File: config.mk
export PLATFORM = sky130hd
export DESIGN_NAME = fma_special_resolve
export DESIGN_NICKNAME = d
export VERILOG_FILES = /design/src/rtl/fma_sc_pkg.sv /design/src/rtl/fma_op_classify.sv /design/src/rtl/fma_nan_select.sv /design/src/rtl/fma_inf_zero_rules.sv /design/src/rtl/fma_special_resolve.sv
export SDC_FILE = /design/constraint.sdc
export NUM_CORES = 1
export LEC_CHECK = 0
export BUFFER_PORTS_ARGS = -buffer_cell sky130_fd_sc_hd__buf_2
export CAP_MARGIN = 10
export CORE_AREA = 2 2 103 105
export DETAILED_ROUTE_END_ITERATION = 6
export DIE_AREA = 0 0 105 107
export SETUP_SLACK_MARGIN = 0.5
export SYNTH_ARGS = -nofsm -noshare
export SYNTH_HDL_FRONTEND = slang
export SYNTH_SLANG_ARGS = --single-unit
File: constraint.sdc
create_clock -name vclk -period 2.7
set_input_delay 0.405 -clock vclk [all_inputs]
set_output_delay 0.405 -clock vclk [all_outputs]
set_load 0.005 [all_outputs]
File: src/rtl/fma_sc_pkg.sv
package fma_sc_pkg;
  typedef enum logic [2:0] {
    CLS_ZERO = 3'd0,
    CLS_SUB  = 3'd1,
    CLS_NORM = 3'd2,
    CLS_INF  = 3'd3,
    CLS_QNAN = 3'd4,
    CLS_SNAN = 3'd5
  } fp_class_e;

  typedef enum logic [1:0] {
    RM_NEAREST = 2'd0,
    RM_TOZERO  = 2'd1,
    RM_UP      = 2'd2,
    RM_DOWN    = 2'd3
  } rmode_e;
endpackage

File: src/rtl/fma_op_classify.sv
module fma_op_classify
  import fma_sc_pkg::*;
#(
  parameter int EXP_W  = 11,
  parameter int FRAC_W = 52
) (
  input  logic [EXP_W+FRAC_W:0] op,
  output fp_class_e             cls,
  output logic                  sign
);
  localparam int W = EXP_W + FRAC_W + 1;

  logic [EXP_W-1:0]  exp_f;
  logic [FRAC_W-1:0] frac_f;

  assign sign   = op[W-1];
  assign exp_f  = op[W-2 -: EXP_W];
  assign frac_f = op[FRAC_W-1:0];

  always_comb begin
    if (&exp_f) begin
      if (frac_f == '0)            cls = CLS_INF;
      else if (frac_f[FRAC_W-1])   cls = CLS_QNAN;
      else                         cls = CLS_SNAN;
    end else if (exp_f == '0) begin
      cls = (frac_f == '0) ? CLS_ZERO : CLS_SUB;
    end else begin
      cls = CLS_NORM;
    end
  end
endmodule

File: src/rtl/fma_nan_select.sv
module fma_nan_select
  import fma_sc_pkg::*;
#(
  parameter int EXP_W  = 11,
  parameter int FRAC_W = 52,
  parameter int N_OPS  = 3
) (
  input  logic [N_OPS-1:0][EXP_W+FRAC_W:0] ops,
  input  fp_class_e                        cls [N_OPS],
  output logic                             hit,
  output logic [EXP_W+FRAC_W:0]            result,
  output logic                             invalid
);
  localparam int W = EXP_W + FRAC_W + 1;

  // Index 0 has the highest priority. Walk from lowest to highest.
  always_comb begin
    hit     = 1'b0;
    invalid = 1'b0;
    result  = '0;
    for (int i = N_OPS - 1; i >= 0; i--) begin
      if (cls[i] == CLS_QNAN) begin
        hit    = 1'b1;
        result = ops[i];
      end
    end
    for (int i = N_OPS - 1; i >= 0; i--) begin
      if (cls[i] == CLS_SNAN) begin
        hit     = 1'b1;
        invalid = 1'b1;
        result  = ops[i] | (W'(1) << (FRAC_W - 1));
      end
    end
  end

  // Every NaN that leaves here is a quiet NaN.
  always_comb begin
    if (hit) begin
      a_r2_nan_out_quiet: assert ((&result[W-2 -: EXP_W]) && result[FRAC_W-1])
        else $error("NaN output is not quiet");
    end
  end
endmodule

File: src/rtl/fma_inf_zero_rules.sv
module fma_inf_zero_rules
  import fma_sc_pkg::*;
#(
  parameter int EXP_W  = 11,
  parameter int FRAC_W = 52
) (
  input  fp_class_e             x_cls,
  input  fp_class_e             y_cls,
  input  fp_class_e             z_cls,
  input  logic                  prod_sign,
  input  logic                  add_sign,
  input  logic [EXP_W+FRAC_W:0] z_raw,
  input  logic [1:0]            round_mode,
  output logic                  hit,
  output logic [EXP_W+FRAC_W:0] result,
  output logic                  invalid
);
  localparam int W = EXP_W + FRAC_W + 1;
  localparam logic [W-1:0] DEF_NAN =
    {1'b0, {EXP_W{1'b1}}, 1'b1, {(FRAC_W-1){1'b0}}};

  logic x_zero, y_zero, x_inf, y_inf, z_inf, z_zero;
  logic prod_bad, prod_inf, prod_zero;

  assign x_zero = (x_cls == CLS_ZERO);
  assign y_zero = (y_cls == CLS_ZERO);
  assign x_inf  = (x_cls == CLS_INF);
  assign y_inf  = (y_cls == CLS_INF);
  assign z_inf  = (z_cls == CLS_INF);
  assign z_zero = (z_cls == CLS_ZERO);

  assign prod_bad  = (x_inf & y_zero) | (x_zero & y_inf);
  assign prod_inf  = (x_inf | y_inf) & ~prod_bad;
  assign prod_zero = (x_zero | y_zero) & ~prod_bad;

  function automatic logic [W-1:0] inf_of(input logic s);
    return {s, {EXP_W{1'b1}}, {FRAC_W{1'b0}}};
  endfunction

  always_comb begin
    hit     = 1'b0;
    invalid = 1'b0;
    result  = '0;
    if (prod_bad) begin
      hit     = 1'b1;
      invalid = 1'b1;
      result  = DEF_NAN;
    end else if (prod_inf) begin
      hit = 1'b1;
      if (z_inf && (add_sign != prod_sign)) begin
        invalid = 1'b1;
        result  = DEF_NAN;
      end else begin
        result = inf_of(prod_sign);
      end
    end else if (z_inf) begin
      hit    = 1'b1;
      result = inf_of(add_sign);
    end else if (prod_zero) begin
      hit = 1'b1;
      if (z_zero && (add_sign != prod_sign))
        result = {(round_mode == RM_DOWN), {(W-1){1'b0}}};
      else
        result = z_raw;
    end
  end

  logic any_nan;
  assign any_nan = (x_cls == CLS_QNAN) | (x_cls == CLS_SNAN) |
                   (y_cls == CLS_QNAN) | (y_cls == CLS_SNAN) |
                   (z_cls == CLS_QNAN) | (z_cls == CLS_SNAN);

  always_comb begin
    if (!any_nan && (x_inf || y_inf) && !invalid) begin
      a_r6_inf_product_sign: assert (hit && result == {prod_sign, {EXP_W{1'b1}}, {FRAC_W{1'b0}}})
        else $error("infinite product lost its sign");
    end
    if (invalid) begin
      a_r5_invalid_default_nan: assert (result == DEF_NAN)
        else $error("invalid without default NaN");
    end
    if (!any_nan && prod_zero && !z_inf && !z_zero) begin
      a_r10_zero_product_keeps_z: assert (hit && result == z_raw)
        else $error("zero product altered z");
    end
  end
endmodule

File: src/rtl/fma_special_resolve.sv
module fma_special_resolve
  import fma_sc_pkg::*;
#(
  parameter int EXP_W  = 11,
  parameter int FRAC_W = 52
) (
  input  logic [EXP_W+FRAC_W:0] z_op,
  input  logic [EXP_W+FRAC_W:0] x_op,
  input  logic [EXP_W+FRAC_W:0] y_op,
  input  logic                  neg_product,
  input  logic                  neg_addend,
  input  logic [1:0]            round_mode,
  output logic                  special,
  output logic [EXP_W+FRAC_W:0] result,
  output logic                  invalid
);
  localparam int W     = EXP_W + FRAC_W + 1;
  localparam int N_OPS = 3;
  localparam int IZ = 0, IX = 1, IY = 2;

  logic [N_OPS-1:0][W-1:0] ops;
  fp_class_e               cls [N_OPS];
  logic [N_OPS-1:0]        sgn;

  assign ops[IZ] = z_op;
  assign ops[IX] = x_op;
  assign ops[IY] = y_op;

  for (genvar g = 0; g < N_OPS; g++) begin : g_cls
    fma_op_classify #(.EXP_W(EXP_W), .FRAC_W(FRAC_W)) u_cls (
      .op   (ops[g]),
      .cls  (cls[g]),
      .sign (sgn[g])
    );
  end

  logic prod_sign, add_sign;
  assign prod_sign = sgn[IX] ^ sgn[IY] ^ neg_product;
  assign add_sign  = sgn[IZ] ^ neg_addend;

  logic         nan_hit, nan_inv;
  logic [W-1:0] nan_res;
  fma_nan_select #(.EXP_W(EXP_W), .FRAC_W(FRAC_W), .N_OPS(N_OPS)) u_nan (
    .ops     (ops),
    .cls     (cls),
    .hit     (nan_hit),
    .result  (nan_res),
    .invalid (nan_inv)
  );

  logic         rule_hit, rule_inv;
  logic [W-1:0] rule_res;
  fma_inf_zero_rules #(.EXP_W(EXP_W), .FRAC_W(FRAC_W)) u_rules (
    .x_cls      (cls[IX]),
    .y_cls      (cls[IY]),
    .z_cls      (cls[IZ]),
    .prod_sign  (prod_sign),
    .add_sign   (add_sign),
    .z_raw      (z_op),
    .round_mode (round_mode),
    .hit        (rule_hit),
    .result     (rule_res),
    .invalid    (rule_inv)
  );

  always_comb begin
    special = nan_hit | rule_hit;
    if (nan_hit) begin
      result  = nan_res;
      invalid = nan_inv;
    end else if (rule_hit) begin
      result  = rule_res;
      invalid = rule_inv;
    end else begin
      result  = '0;
      invalid = 1'b0;
    end
  end

  always_comb begin
    a_r11_invalid_needs_special: assert (!invalid || special)
      else $error("invalid raised outside a special case");
    if (!special) begin
      a_r1_idle_outputs_zero: assert (result == '0 && !invalid)
        else $error("idle outputs not zero");
    end
  end
endmodule

# After elaboration in Yosys (flattened, before gate mapping)
# Index checks and enable logic that the tools add are counted.
# totals
ff_bits,0
output_inout_bits,66
elab_cells,84
inputBits,196
# classes
n_mux,47
bitwise_logic,12
reduce_logical,14
eq_ne,11
# ops
operator,count
2-to-1 mux 64 bit,14
logical NOT 52 bit,3
logical NOT 11 bit,3
AND reduction 11 bit,3
2-to-1 mux 3 bit,9
2-to-1 mux 1 bit,24
"== test 3 bit, second input constant",6
"== test 3 x 2 -> 1 bit, second input constant",3
logical NOT 3 bit,3
bitwise AND 1 bit,4
bitwise OR 1 bit,4
XOR 1 bit,3
"== test 2 bit, second input constant",1
logical AND 1 bit,2
!= test 1 bit,1
NOT 1 bit,1

# Depth between registers and ports, before layout
# Gate-level depths: netlist of run 1.
# depth
word_depth,15
ltp_mapped,9

# Modules after synthesis
# Synthesis of run 1 repeated with hierarchy kept, for this count alone.
# unflattened
cells_unflattened,813
hier_area_um2,5714.2
# by_module_without_submodules
module,area_each_um2,seq_area_each_um2,cells_each,n_inst
fma_nan_select,3547.2,0.0,535,1
fma_special_resolve,845.8,0.0,89,1
fma_inf_zero_rules,671.9,0.0,96,1
fma_op_classify,216.5,0.0,31,3

# Worst setup path before layout of run 1
# OpenSTA, ideal clock, no wires.
# synth_timing
path_type,input -> output
startpoint,input x_op[6]
endpoint,output result[28]
cell_stages,9
n_path_buf,2
t_required_ns,2.295
arrival_ns,2.405
path_slack_ns,-0.110
path_cell_list,nor4_1 -> nand4_1 -> o41a_1 -> a2111oi_2 -> buf_4 -> buf_6 -> a22o_1 -> o21ai_1 -> a21oi_1
# synth_between
elab_chain_len,15
# synth_rtl
element,line_no,text
start: declaration,fma_special_resolve.sv:8,"input logic [EXP_W+FRAC_W:0] x_op,"
logical NOT 52 bit (*),"fma_op_classify.sv:22, fma_op_classify.sv:26",
2-to-1 mux 1 bit,fma_op_classify.sv:26,cls = (frac_f == '0) ? CLS_ZERO : CLS_SUB;
2-to-1 mux 3 bit,fma_op_classify.sv:25,end else if (exp_f == '0) begin
2-to-1 mux 3 bit (*),fma_op_classify.sv:21,if (&exp_f) begin
== test 3 x 2 -> 1 bit or logical NOT 3 bit (tied branches),"fma_inf_zero_rules.sv:27, fma_inf_zero_rules.sv:25",
bitwise AND 1 bit,fma_inf_zero_rules.sv:32,assign prod_bad = (x_inf & y_zero) | (x_zero & y_inf);
bitwise OR 1 bit,fma_inf_zero_rules.sv:32,
NOT 1 bit,"fma_inf_zero_rules.sv:33, fma_inf_zero_rules.sv:34",
bitwise AND 1 bit,fma_inf_zero_rules.sv:34,assign prod_zero = (x_zero | y_zero) & ~prod_bad;
2-to-1 mux 64 bit or 2-to-1 mux 1 bit (tied branches),fma_inf_zero_rules.sv:59,end else if (prod_zero) begin
2-to-1 mux 64 bit or 2-to-1 mux 1 bit (tied branches),fma_inf_zero_rules.sv:56,end else if (z_inf) begin
2-to-1 mux 64 bit or 2-to-1 mux 1 bit (tied branches),fma_inf_zero_rules.sv:48,end else if (prod_inf) begin
2-to-1 mux 64 bit or 2-to-1 mux 1 bit (tied branches),fma_inf_zero_rules.sv:44,if (prod_bad) begin
2-to-1 mux 64 bit,fma_special_resolve.sv:71,end else if (rule_hit) begin
2-to-1 mux 64 bit (*),fma_special_resolve.sv:68,if (nan_hit) begin
end: declaration,fma_special_resolve.sv:14,"output logic [EXP_W+FRAC_W:0] result,"
# Mark *: on every way between the ends. The rest lies on a longest branch, timed or not.

# Final worst setup path of run 1
# layout_timing
startpoint,input y_op[19]
endpoint,output result[63]
# layout_between
elab_chain_len,15
# layout_rtl
element,line_no,text
start: declaration,fma_special_resolve.sv:9,"input logic [EXP_W+FRAC_W:0] y_op,"
logical NOT 52 bit (*),"fma_op_classify.sv:22, fma_op_classify.sv:26",
2-to-1 mux 1 bit,fma_op_classify.sv:26,
2-to-1 mux 3 bit,fma_op_classify.sv:25,
2-to-1 mux 3 bit (*),fma_op_classify.sv:21,
== test 3 x 2 -> 1 bit or logical NOT 3 bit (tied branches),"fma_inf_zero_rules.sv:28, fma_inf_zero_rules.sv:26",
bitwise AND 1 bit,fma_inf_zero_rules.sv:32,
bitwise OR 1 bit,fma_inf_zero_rules.sv:32,
NOT 1 bit,"fma_inf_zero_rules.sv:33, fma_inf_zero_rules.sv:34",
bitwise AND 1 bit,fma_inf_zero_rules.sv:34,
2-to-1 mux 64 bit or 2-to-1 mux 1 bit (tied branches),fma_inf_zero_rules.sv:59,
2-to-1 mux 64 bit or 2-to-1 mux 1 bit (tied branches),fma_inf_zero_rules.sv:56,
2-to-1 mux 64 bit or 2-to-1 mux 1 bit (tied branches),fma_inf_zero_rules.sv:48,
2-to-1 mux 64 bit or 2-to-1 mux 1 bit (tied branches),fma_inf_zero_rules.sv:44,
2-to-1 mux 64 bit,fma_special_resolve.sv:71,
2-to-1 mux 64 bit (*),fma_special_resolve.sv:68,
# Marks and branches as above.

==> impl_metrics.toml, run 1 <==
[cells_and_area]
layout.nets = 1012
nClkBuffers = 0
synthToLayoutAreaGrowth_pct = 166
seq_cells = 0
final_cell_mix = "239 x buf_2, 150 x buf_4, 62 x nand2_1"
n_fill_cell = 924
layout_commonest_cell = "buf_2"
seq_area_um2 = 0
drive_above_1_share_pct = 71.4
final_cell_count_no_fill = 951
multi_input_area_mm2 = 0.00312

[global_route]
grt_pass1_vias = 5263
antenna_found_initial = 1
grt_max_degree = 26
grtUsageTotal_pct = 28.1
grt-ovfl-total = 0
grt_pass1_wl_mm = 25.8

[power_and_ir_drop]
comb_power_share_pct = 100.0
power.net_switching_mw = 0.216
p_seq_share_pct = 0
clkPwrFrac_pct = 0
switching_share_pct = 45.9
p_int_mw = 0.255
p_per_area_mw_per_mm2 = 73.4
ir_worst_vdd_uv = 43.6
p_total_mw = 0.472
leakage_nw = 3.04

[floorplanning]
placement_rows = 37
initial_core_util_pct = 23.9
fp.dieW_um = 105
die_h_um = 107
fp.dieArea_mm2 = 0.0112
core_mm2 = 0.0101
ios = 262

[route]
avgRoutedWirePerCell_um = 18.5
detail_route.first_pass.iterations = 5
vias_per_cell = 5.49
ant_nets = 0
drtIter0Drc = 212
via_count = 5218
drc = 0
wl_mm = 17.6

[status]
status = "complete, but fails checks"
violations = "negative setup slack"

[synthesis]
synth_cell_types = 48
syn_nets = 595
yosysWarnings = 0
netlist_area_mm2 = 0.00241
synthCells = 399
yosysSeqAreaShare_pct = 0
syn_area_per_cell_um2 = 6.05

[hold_path]
min_delay_path_depth = 4
hp-class = "input pin to primary output"
hold_start = "z_op[40]"

[timing]
final.min_clock_period_ps = 3250
fin_setup_tns_ps = -28270
relSlewSlack_pct = 69.6
hold_violations = 0
rsz0062_at_grt = "true"
worst_pin_slew_ps = 452
report.final.slew_viol_count = 0
fin_crit_sh_pct = 120
setup_viol = 65
fin_ws_ps = -546
clock.fmax_mhz = 308

[setup_path]
crit_type = "input pin to primary output"
critPathArrivalTime_ps = 2840
cp-startpoint = "y_op[19]"
start_kind = "input pin"
cp_max_fo = 4
endpoint_kind = "primary output"
crit_required_ps = 2300

[placement]
routabilityCongestion = 0.938
dp.cells = 928
hpwl_mm = 13.9
port_buffers = 262

[flow_run]
maxCapViolations = 0

[clock_tree]
holdBufCountCts = 0
[kinds of logic (layout without fill, tap and decap cells)]
logic type | after synthesis | after routing | synth area share [%]
other | 0 | 1 | 0
multiplexers | 1 | 1 | 0.415
AND/OR/NAND/NOR | 169 | 169 | 38.0
buffers and inverters | 35 | 450 | 7.05
AO/OA/AOI/OAI | 190 | 190 | 53.1
XOR/XNOR | 4 | 4 | 1.45
[power groups by stage]
stage / clock network [mW] / logic, mW / registers [mW]
3_3_place_gp: 0 / 0.387 / 0
5_1_grt: 0.0000000495 / 0.501 / 0
4_1_cts: 0 / 0.440 / 0
6_report: 0.0000000496 / 0.472 / 0
2_1_floorplan: 0 / 0.0664 / 0
3_5_place_dp: 0 / 0.394 / 0
[final cells by class]
type | instances | area share [%]
Antenna cell | 1 | 0.0389
Inverter | 8 | 0.467
Multi-Input combinational cell | 364 | 48.5
Tap cell | 136 | 2.65
Timing Repair Buffer | 442 | 48.3
[through the flow]
stage,area (um2),util [%],hold slack (ps),setup WS [ps]
after global placement,5430,53.8,1150,-668
final,6430,63.7,1120,-546
after CTS,6010,59.6,1120,-498
after detailed placement,5430,53.8,1170,-698
after global routing,6430,63.7,1140,-624
after floorplan,2820,-,908,-46.0
[synthesized netlist by cell type, types with 7 or more instances]
library cell,instances,share of area (%)
a21o_1,11,3.4
a21oi_1,48,10
a22o_1,48,17
buf_2,7,1.5
clkbuf_1,15,2.3
inv_1,8,1.2
nand2_1,63,9.8
nand3_1,7,1.5
nand4_1,14,3.6
nor3_1,7,1.5
nor4_1,54,14
o21ai_0,33,6.8
o21ai_1,20,4.1
[routing by layer]
metal	global-route usage [%]	vias to the layer above	routed length (um)
li1	-	2461	-
met1	31.6	2443	6660
met2	55.0	270	9200
met3	3.34	44	1180
met4	8.10	0	546
met5	0	-	0
[worst paths after layout]
check / to / slack (ps)
setup / recovery: result[63] / -550
hold / removal: result[40] / 1120
[what timing repair did]
item,4_1_cts,5_1_grt
hold endpoints to repair,0,0
pin swaps,40,43
setup buffers,10,5
setup endpoints to repair,66,66
gates resized for setup,118,59
cloned,4,3
[worst max-delay path: stages]
cell      delay, ps
buf_8           100
nor4_4          290
buf_4           150
nand4_1         180
buf_4           210
buf_6           110
nor4_4          250
buf_4           190
a22oi_2          80
or3_1           330
o2111a_2        170
a31o_2          240
buf_6           110
Note: power is estimated with default switching activity, not from simulation.
==> run 2: changes to the inputs <==
--- a/config.mk
+++ b/config.mk
@@ -10,7 +10,6 @@
 export CORE_AREA = 2 2 103 105
 export DETAILED_ROUTE_END_ITERATION = 6
 export DIE_AREA = 0 0 105 107
-export SETUP_SLACK_MARGIN = 0.5
 export SYNTH_ARGS = -nofsm -noshare
 export SYNTH_HDL_FRONTEND = slang
 export SYNTH_SLANG_ARGS = --single-unit
==> run 2 against run 1 <==
Worst hold slack better by 9.4 ps. Die area stayed put. Largest power group unchanged. Cell count is 0.21% higher. Flip-flop and latch count stayed put. Combinational power is 2% lower. Global-route usage is 1.4 points higher. Highest routed layer unchanged. Non-clock buffer count is 2 higher. Wire length is 7.9% higher. Via count is 3.0% higher. The flow still finishes with violations (negative setup slack). First-iteration DRC count is 79% higher. Critical path type unchanged.
==> impl_metrics.toml, run 2 (same netlist as run 1, synthesis figures left out) <==
[route]
via_count = 5375
drc = 0
vias_per_cell = 5.64
wl_mm = 19.0
avgRoutedWirePerCell_um = 19.9
ant_nets = 0
drtIter0Drc = 380
detail_route.first_pass.iterations = 5

[hold_path]
hp-class = "input pin to primary output"
hold_start = "z_op[10]"
min_to = "result[10]"
min_delay_path_depth = 4

[global_route]
grt_pass1_vias = 5323
grtUsageTotal_pct = 29.5
grt_pass1_wl_mm = 27.1
antenna_found_initial = 1
grt-ovfl-total = 0
grt_max_degree = 34

[floorplanning]
placement_rows = 37
fp.dieArea_mm2 = 0.0112
core_mm2 = 0.0101
initial_core_util_pct = 23.9
fp.dieW_um = 105
die_h_um = 107
ios = 262

[power_and_ir_drop]
ir_worst_vdd_uv = 49.4
leakage_nw = 3.06
p_per_area_mw_per_mm2 = 70.5

[cells_and_area]
final_cell_count_no_fill = 953
synthToLayoutAreaGrowth_pct = 171
design_area_mm2 = 0.00654
final_util_pct = 64.8
nClkBuffers = 0
multi_input_area_mm2 = 0.00309
final_cell_mix = "243 x buf_2, 144 x buf_4, 56 x nand2_1"
drive_above_1_share_pct = 69.1
n_fill_cell = 899
seq_area_um2 = 0
layout_commonest_cell = "buf_2"
layout.nets = 1014
seq_cells = 0

[placement]
dpl_worst_slack_ps = -721
routabilityCongestion = 1.03
dp.cells = 922
hpwl_mm = 13.8
port_buffers = 262
placed_cell_area_mm2 = 0.00526

[setup_path]
critPathSlowestCell = "or4_4"
crit_type = "input pin to primary output"
crit_required_ps = 2300
critPathArrivalTime_ps = 2840
cp_max_fo = 6
start_kind = "input pin"
cp.buffers_inverters = 4
cpPeakStageDelay_ps = 620
endpoint_kind = "primary output"
cp_top_family = "simple AND/OR/NAND/NOR gates"
critical_path.cell_chain = "buf_8, nor4_4, nand4_1, or4_4, a22oi_2, buf_4, a21oi_4, buf_12, a21boi_0, o21ba_4, buf_6"

[timing]
rsz0062_at_grt = "true"
setup_viol = 65
worst_pin_slew_ps = 442
relSlewSlack_pct = 70.3
fin_setup_tns_ps = -29610
final.min_clock_period_ps = 3240
fin_ws_ps = -542
clock.fmax_mhz = 308
fin_crit_sh_pct = 120
report.final.slew_viol_count = 0
hold_violations = 0

[clock_tree]
holdBufCountCts = 0

[flow_run]
maxCapViolations = 0

[status]
status = "complete, but fails checks"
violations = "negative setup slack"
[run 2: changes by cell type in the layout (fill, tap and decap cells not counted), moves of 6 or more]
cell | previous run | this run
a21oi_1 | 15 | 5
o21ai_2 | 33 | 10
o21ai_1 | 9 | 31
nand2_1 | 62 | 56
buf_4 | 150 | 144
a21oi_4 | 1 | 8
[run 2: worst max-delay path by stage]
stage	start	endpoint	cells after the start
after floorplan	x_op[40]	result[28]	9
after global placement	y_op[28]	result[22]	11
after detailed placement	y_op[28]	result[22]	11
after CTS	z_op[43]	result[31]	14
after global routing	y_op[47]	result[26]	12
final	y_op[28]	result[48]	11
[run 2: power by group]
part	switching [mW]	total, mW	internal (mW)
clock	0	0.0000000496	0.0000000495
combinational	0.219	0.461	0.242
sequential	0	0	0
[run 2: metrics by stage]
stage	hold WS, ps	total power [mW]
floorplan	908	0.0620
global placement	1150	0.385
detailed placement	1150	0.388
CTS	1150	0.416
global route	1150	0.485
finish	1130	0.461
[run 2: tightest hold or removal path: stages]
cell	delay [ps]
buf_2	110
o21ai_2	50
a21oi_2	50
buf_2	120
[run 2: layout make-up]
class / instances / area share (%)
repair buffers: 444 / 49.6
multi-input cells: 364 / 47.3
well taps: 136 / 2.60
inverters: 8 / 0.460
diodes: 1 / 0.0383
[run 2: metal layers]
| layer | global-route usage [%] | share of wire, % | vias to the layer above |
|---|---|---|---|
| met2 | 54.6 | 51 | 320 |
| li1 | - | - | 2456 |
| met4 | 12.6 | 5.0 | 0 |
| met1 | 34.4 | 37 | 2528 |
| met5 | 0 | 0 | - |
| met3 | 3.10 | 6.9 | 71 |
[run 2: timing repair]
action / 4_1_cts / 5_1_grt
endpoints found under the setup margin: 66 / 66
gates cloned: 7 / 5
buffers inserted: 25 / 7
resized for setup: 101 / 88
pin swaps: 23 / 35
==> run 3: changes to the inputs <==
--- a/config.mk
+++ b/config.mk
@@ -5,11 +5,13 @@
 export SDC_FILE = /design/constraint.sdc
 export NUM_CORES = 1
 export LEC_CHECK = 0
+export ABC_AREA = 1
 export BUFFER_PORTS_ARGS = -buffer_cell sky130_fd_sc_hd__buf_2
 export CAP_MARGIN = 10
-export CORE_AREA = 2 2 103 105
+export CORE_AREA = 2 2 100 102
 export DETAILED_ROUTE_END_ITERATION = 6
-export DIE_AREA = 0 0 105 107
+export DIE_AREA = 0 0 102 104
+export PLACE_DENSITY_LB_ADDON = 0.25
 export SYNTH_ARGS = -nofsm -noshare
 export SYNTH_HDL_FRONTEND = slang
 export SYNTH_SLANG_ARGS = --single-unit
==> run 3 against run 2 <==
The flow now finishes without violations. Maximum frequency increased by 24%. Clock-buffer cell count unchanged. Setup slack better by 620 ps. Combinational power decreased by 30%. Synthesized cell count up 90%. Flip-flop and latch count unchanged. Sequential share of layout area unchanged. Via count increased by 7.0%. Die area down 5.6%. Utilization decreased by 7.5 points. Highest routed layer unchanged.
==> impl_metrics.toml, run 3 <==
[status]
status = "completed"

[power_and_ir_drop]
p_int_mw = 0.159
comb_power_share_pct = 100.0
power.net_switching_mw = 0.166
p_per_area_mw_per_mm2 = 59.4
ir_worst_vdd_uv = 42.2
p_seq_share_pct = 0
leakage_nw = 3.52
clkPwrFrac_pct = 0
switching_share_pct = 51.0

[synthesis]
netlist.area_leader.share_pct = 34.4
synth_compound_area_share_pct = 3.44
synthMostInstantiatedCell = "nand2_1"
synthMuxAreaShare_pct = 0
synth_top_family_by_area = "simple AND/OR/NAND/NOR gates"
yosysWarnings = 0
synthCells = 758
synthTopCellsByCount = "317 x nand2_1, 116 x nor2_1, 77 x inv_1, 77 x nand3_1, 61 x nand4_1"
synthAdderAreaFrac_pct = 0
syn_area_per_cell_um2 = 4.56
syn_nets = 954
yosysSeqAreaShare_pct = 0
synth_cell_types = 34
synth_xor_area_share_pct = 0.760
netlist_area_mm2 = 0.00346
synth_area_leaders = "nand2_1 34%, nor2_1 13%, nand3_1 11%, nand4_1 11%, inv_1 8.4%"
yosys.area.top_type = "nand2_1"
synth-simple-area-share_pct = 78.7

[setup_path]
cp_top_family = "simple AND/OR/NAND/NOR gates"
cpPeakStageDelay_ps = 190
path_depth = 16
crit_required_ps = 2300
critical_path.cell_chain = "buf_2, nor2_1, nand2_1, nor2_1, nand2_2, nor2_4, nand2_4, nand3_2, nand2_1, nand2_4, clkbuf_16, nand4_1, nand3_1, nand2_1, inv_1, buf_2"
cp_max_fo = 15
start_kind = "input pin"
critPathSlowestCell = "clkbuf_16"
cp.buffers_inverters = 4
crit_type = "input pin to primary output"
endpoint_kind = "primary output"
critPathArrivalTime_ps = 2210
crit_top_cell = "nand2_1"

[route]
via_count = 5752
drc = 0
detail_route.first_pass.iterations = 5
drtIter0Drc = 289
wl_mm = 14.9
vias_per_cell = 4.96
avgRoutedWirePerCell_um = 12.8
ant_nets = 0

[cells_and_area]
seq_cells = 0
final_cell_count_no_fill = 1159
synthToLayoutAreaGrowth_pct = 58.2
layout.nets = 1224
antenna_cells = 0
final_util_pct = 57.3
multi_input_area_mm2 = 0.00304
drive_above_1_share_pct = 37.6
layout_commonest_cell = "nand2_1"
final_cell_mix = "308 x nand2_1, 262 x buf_2, 98 x nor2_1"
n_fill_cell = 1067
nClkBuffers = 0
seq_area_um2 = 0

[floorplanning]
placement_rows = 36
fp.dieArea_mm2 = 0.0106
ios = 262
die_h_um = 104
core_mm2 = 0.00955
initial_core_util_pct = 36.2
fp.dieW_um = 102

[placement]
port_buffers = 262
dpl_worst_slack_ps = -21.8
hpwl_mm = 11.2
dp.cells = 1146
routabilityCongestion = 0.886

[timing]
worst_pin_slew_ps = 333
final.min_clock_period_ps = 2620
holdWs_ps = 1140
fin_ws_ps = 80.4
fin_setup_tns_ps = 0
clock.fmax_mhz = 382
rsz0062_at_grt = "true"
fin_crit_sh_pct = 97.0
hold_violations = 0
report.final.slew_viol_count = 0
relSlewSlack_pct = 77.8
setup_viol = 0

[clock_tree]
holdBufCountCts = 0

[global_route]
grt_pass1_wl_mm = 22.2
grt_pass1_vias = 5017
grt_max_degree = 37
grt-ovfl-total = 0
grtUsageTotal_pct = 24.5
antenna_found_initial = 0

[hold_path]
hp-class = "input pin to primary output"
min_delay_path_depth = 4

[flow_run]
maxCapViolations = 0
==> run 3: cell count changes after synthesis, sizes merged, moves of 43 or more <==
cell / previous run / this run
a21oi: 49 / 6
nand3: 7 / 85
nand4: 14 / 61
inv: 8 / 85
o21ai: 55 / 12
nor2: 4 / 120
nand2: 63 / 335
nor4: 56 / 0
a22o: 48 / 0
==> run 3: power by group through the flow <==
stage	Combinational, mW	Clock, mW	Sequential [mW]
finish	0.325	0	0
global route	0.364	0	0
CTS	0.316	0	0
detailed placement	0.314	0	0
global placement	0.313	0	0
floorplan	0.100	0	0
==> run 3: repair_timing <==
| item | 4_1_cts | 5_1_grt |
|---|---|---|
| resized for setup | 4 | 46 |
| setup endpoints to repair | 16 | 64 |
| hold endpoints to repair | 0 | 0 |
| pin swaps | 0 | 10 |
| setup buffers | 0 | 7 |
| cloned | 1 | 5 |
==> run 3: layout make-up <==
cell class	count	area share, %
timing repair buffer	305	35.4
tap	133	3.04
inverter	86	5.99
multi-input combinational	635	55.6
==> run 3: path summary, 6_finish.rpt <==
kind	start	end	slack [ps]
hold / removal	z_op[48]	result[48]	1140
setup / recovery	x_op[30]	result[35]	80
==> run 3: cell families (layout without fill, tap and decap cells) <==
family / after synthesis / count (layout)
buffers and inverters: 123 / 391
AND/OR/NAND/NOR: 611 / 611
XOR/XNOR: 3 / 3
AO/OA/AOI/OAI: 21 / 21
==> run 3: per-stage QoR <==
stage          area [um2]  power [mW]
2_1_floorplan        3460       0.100
3_3_place_gp         5050       0.313
3_5_place_dp         5050       0.314
4_1_cts              5100       0.316
5_1_grt              5470       0.364
6_report             5470       0.325
==> run 3: layer usage <==
| layer | GRT usage (%) | part of all wire (%) | vias to the layer above |
|---|---|---|---|
| li1 | - | - | 2945 |
| met1 | 30.8 | 40 | 2495 |
| met2 | 44.5 | 48 | 289 |
| met3 | 2.76 | 9.9 | 23 |
| met4 | 4.38 | 1.6 | 0 |
| met5 | 0 | 0 | - |
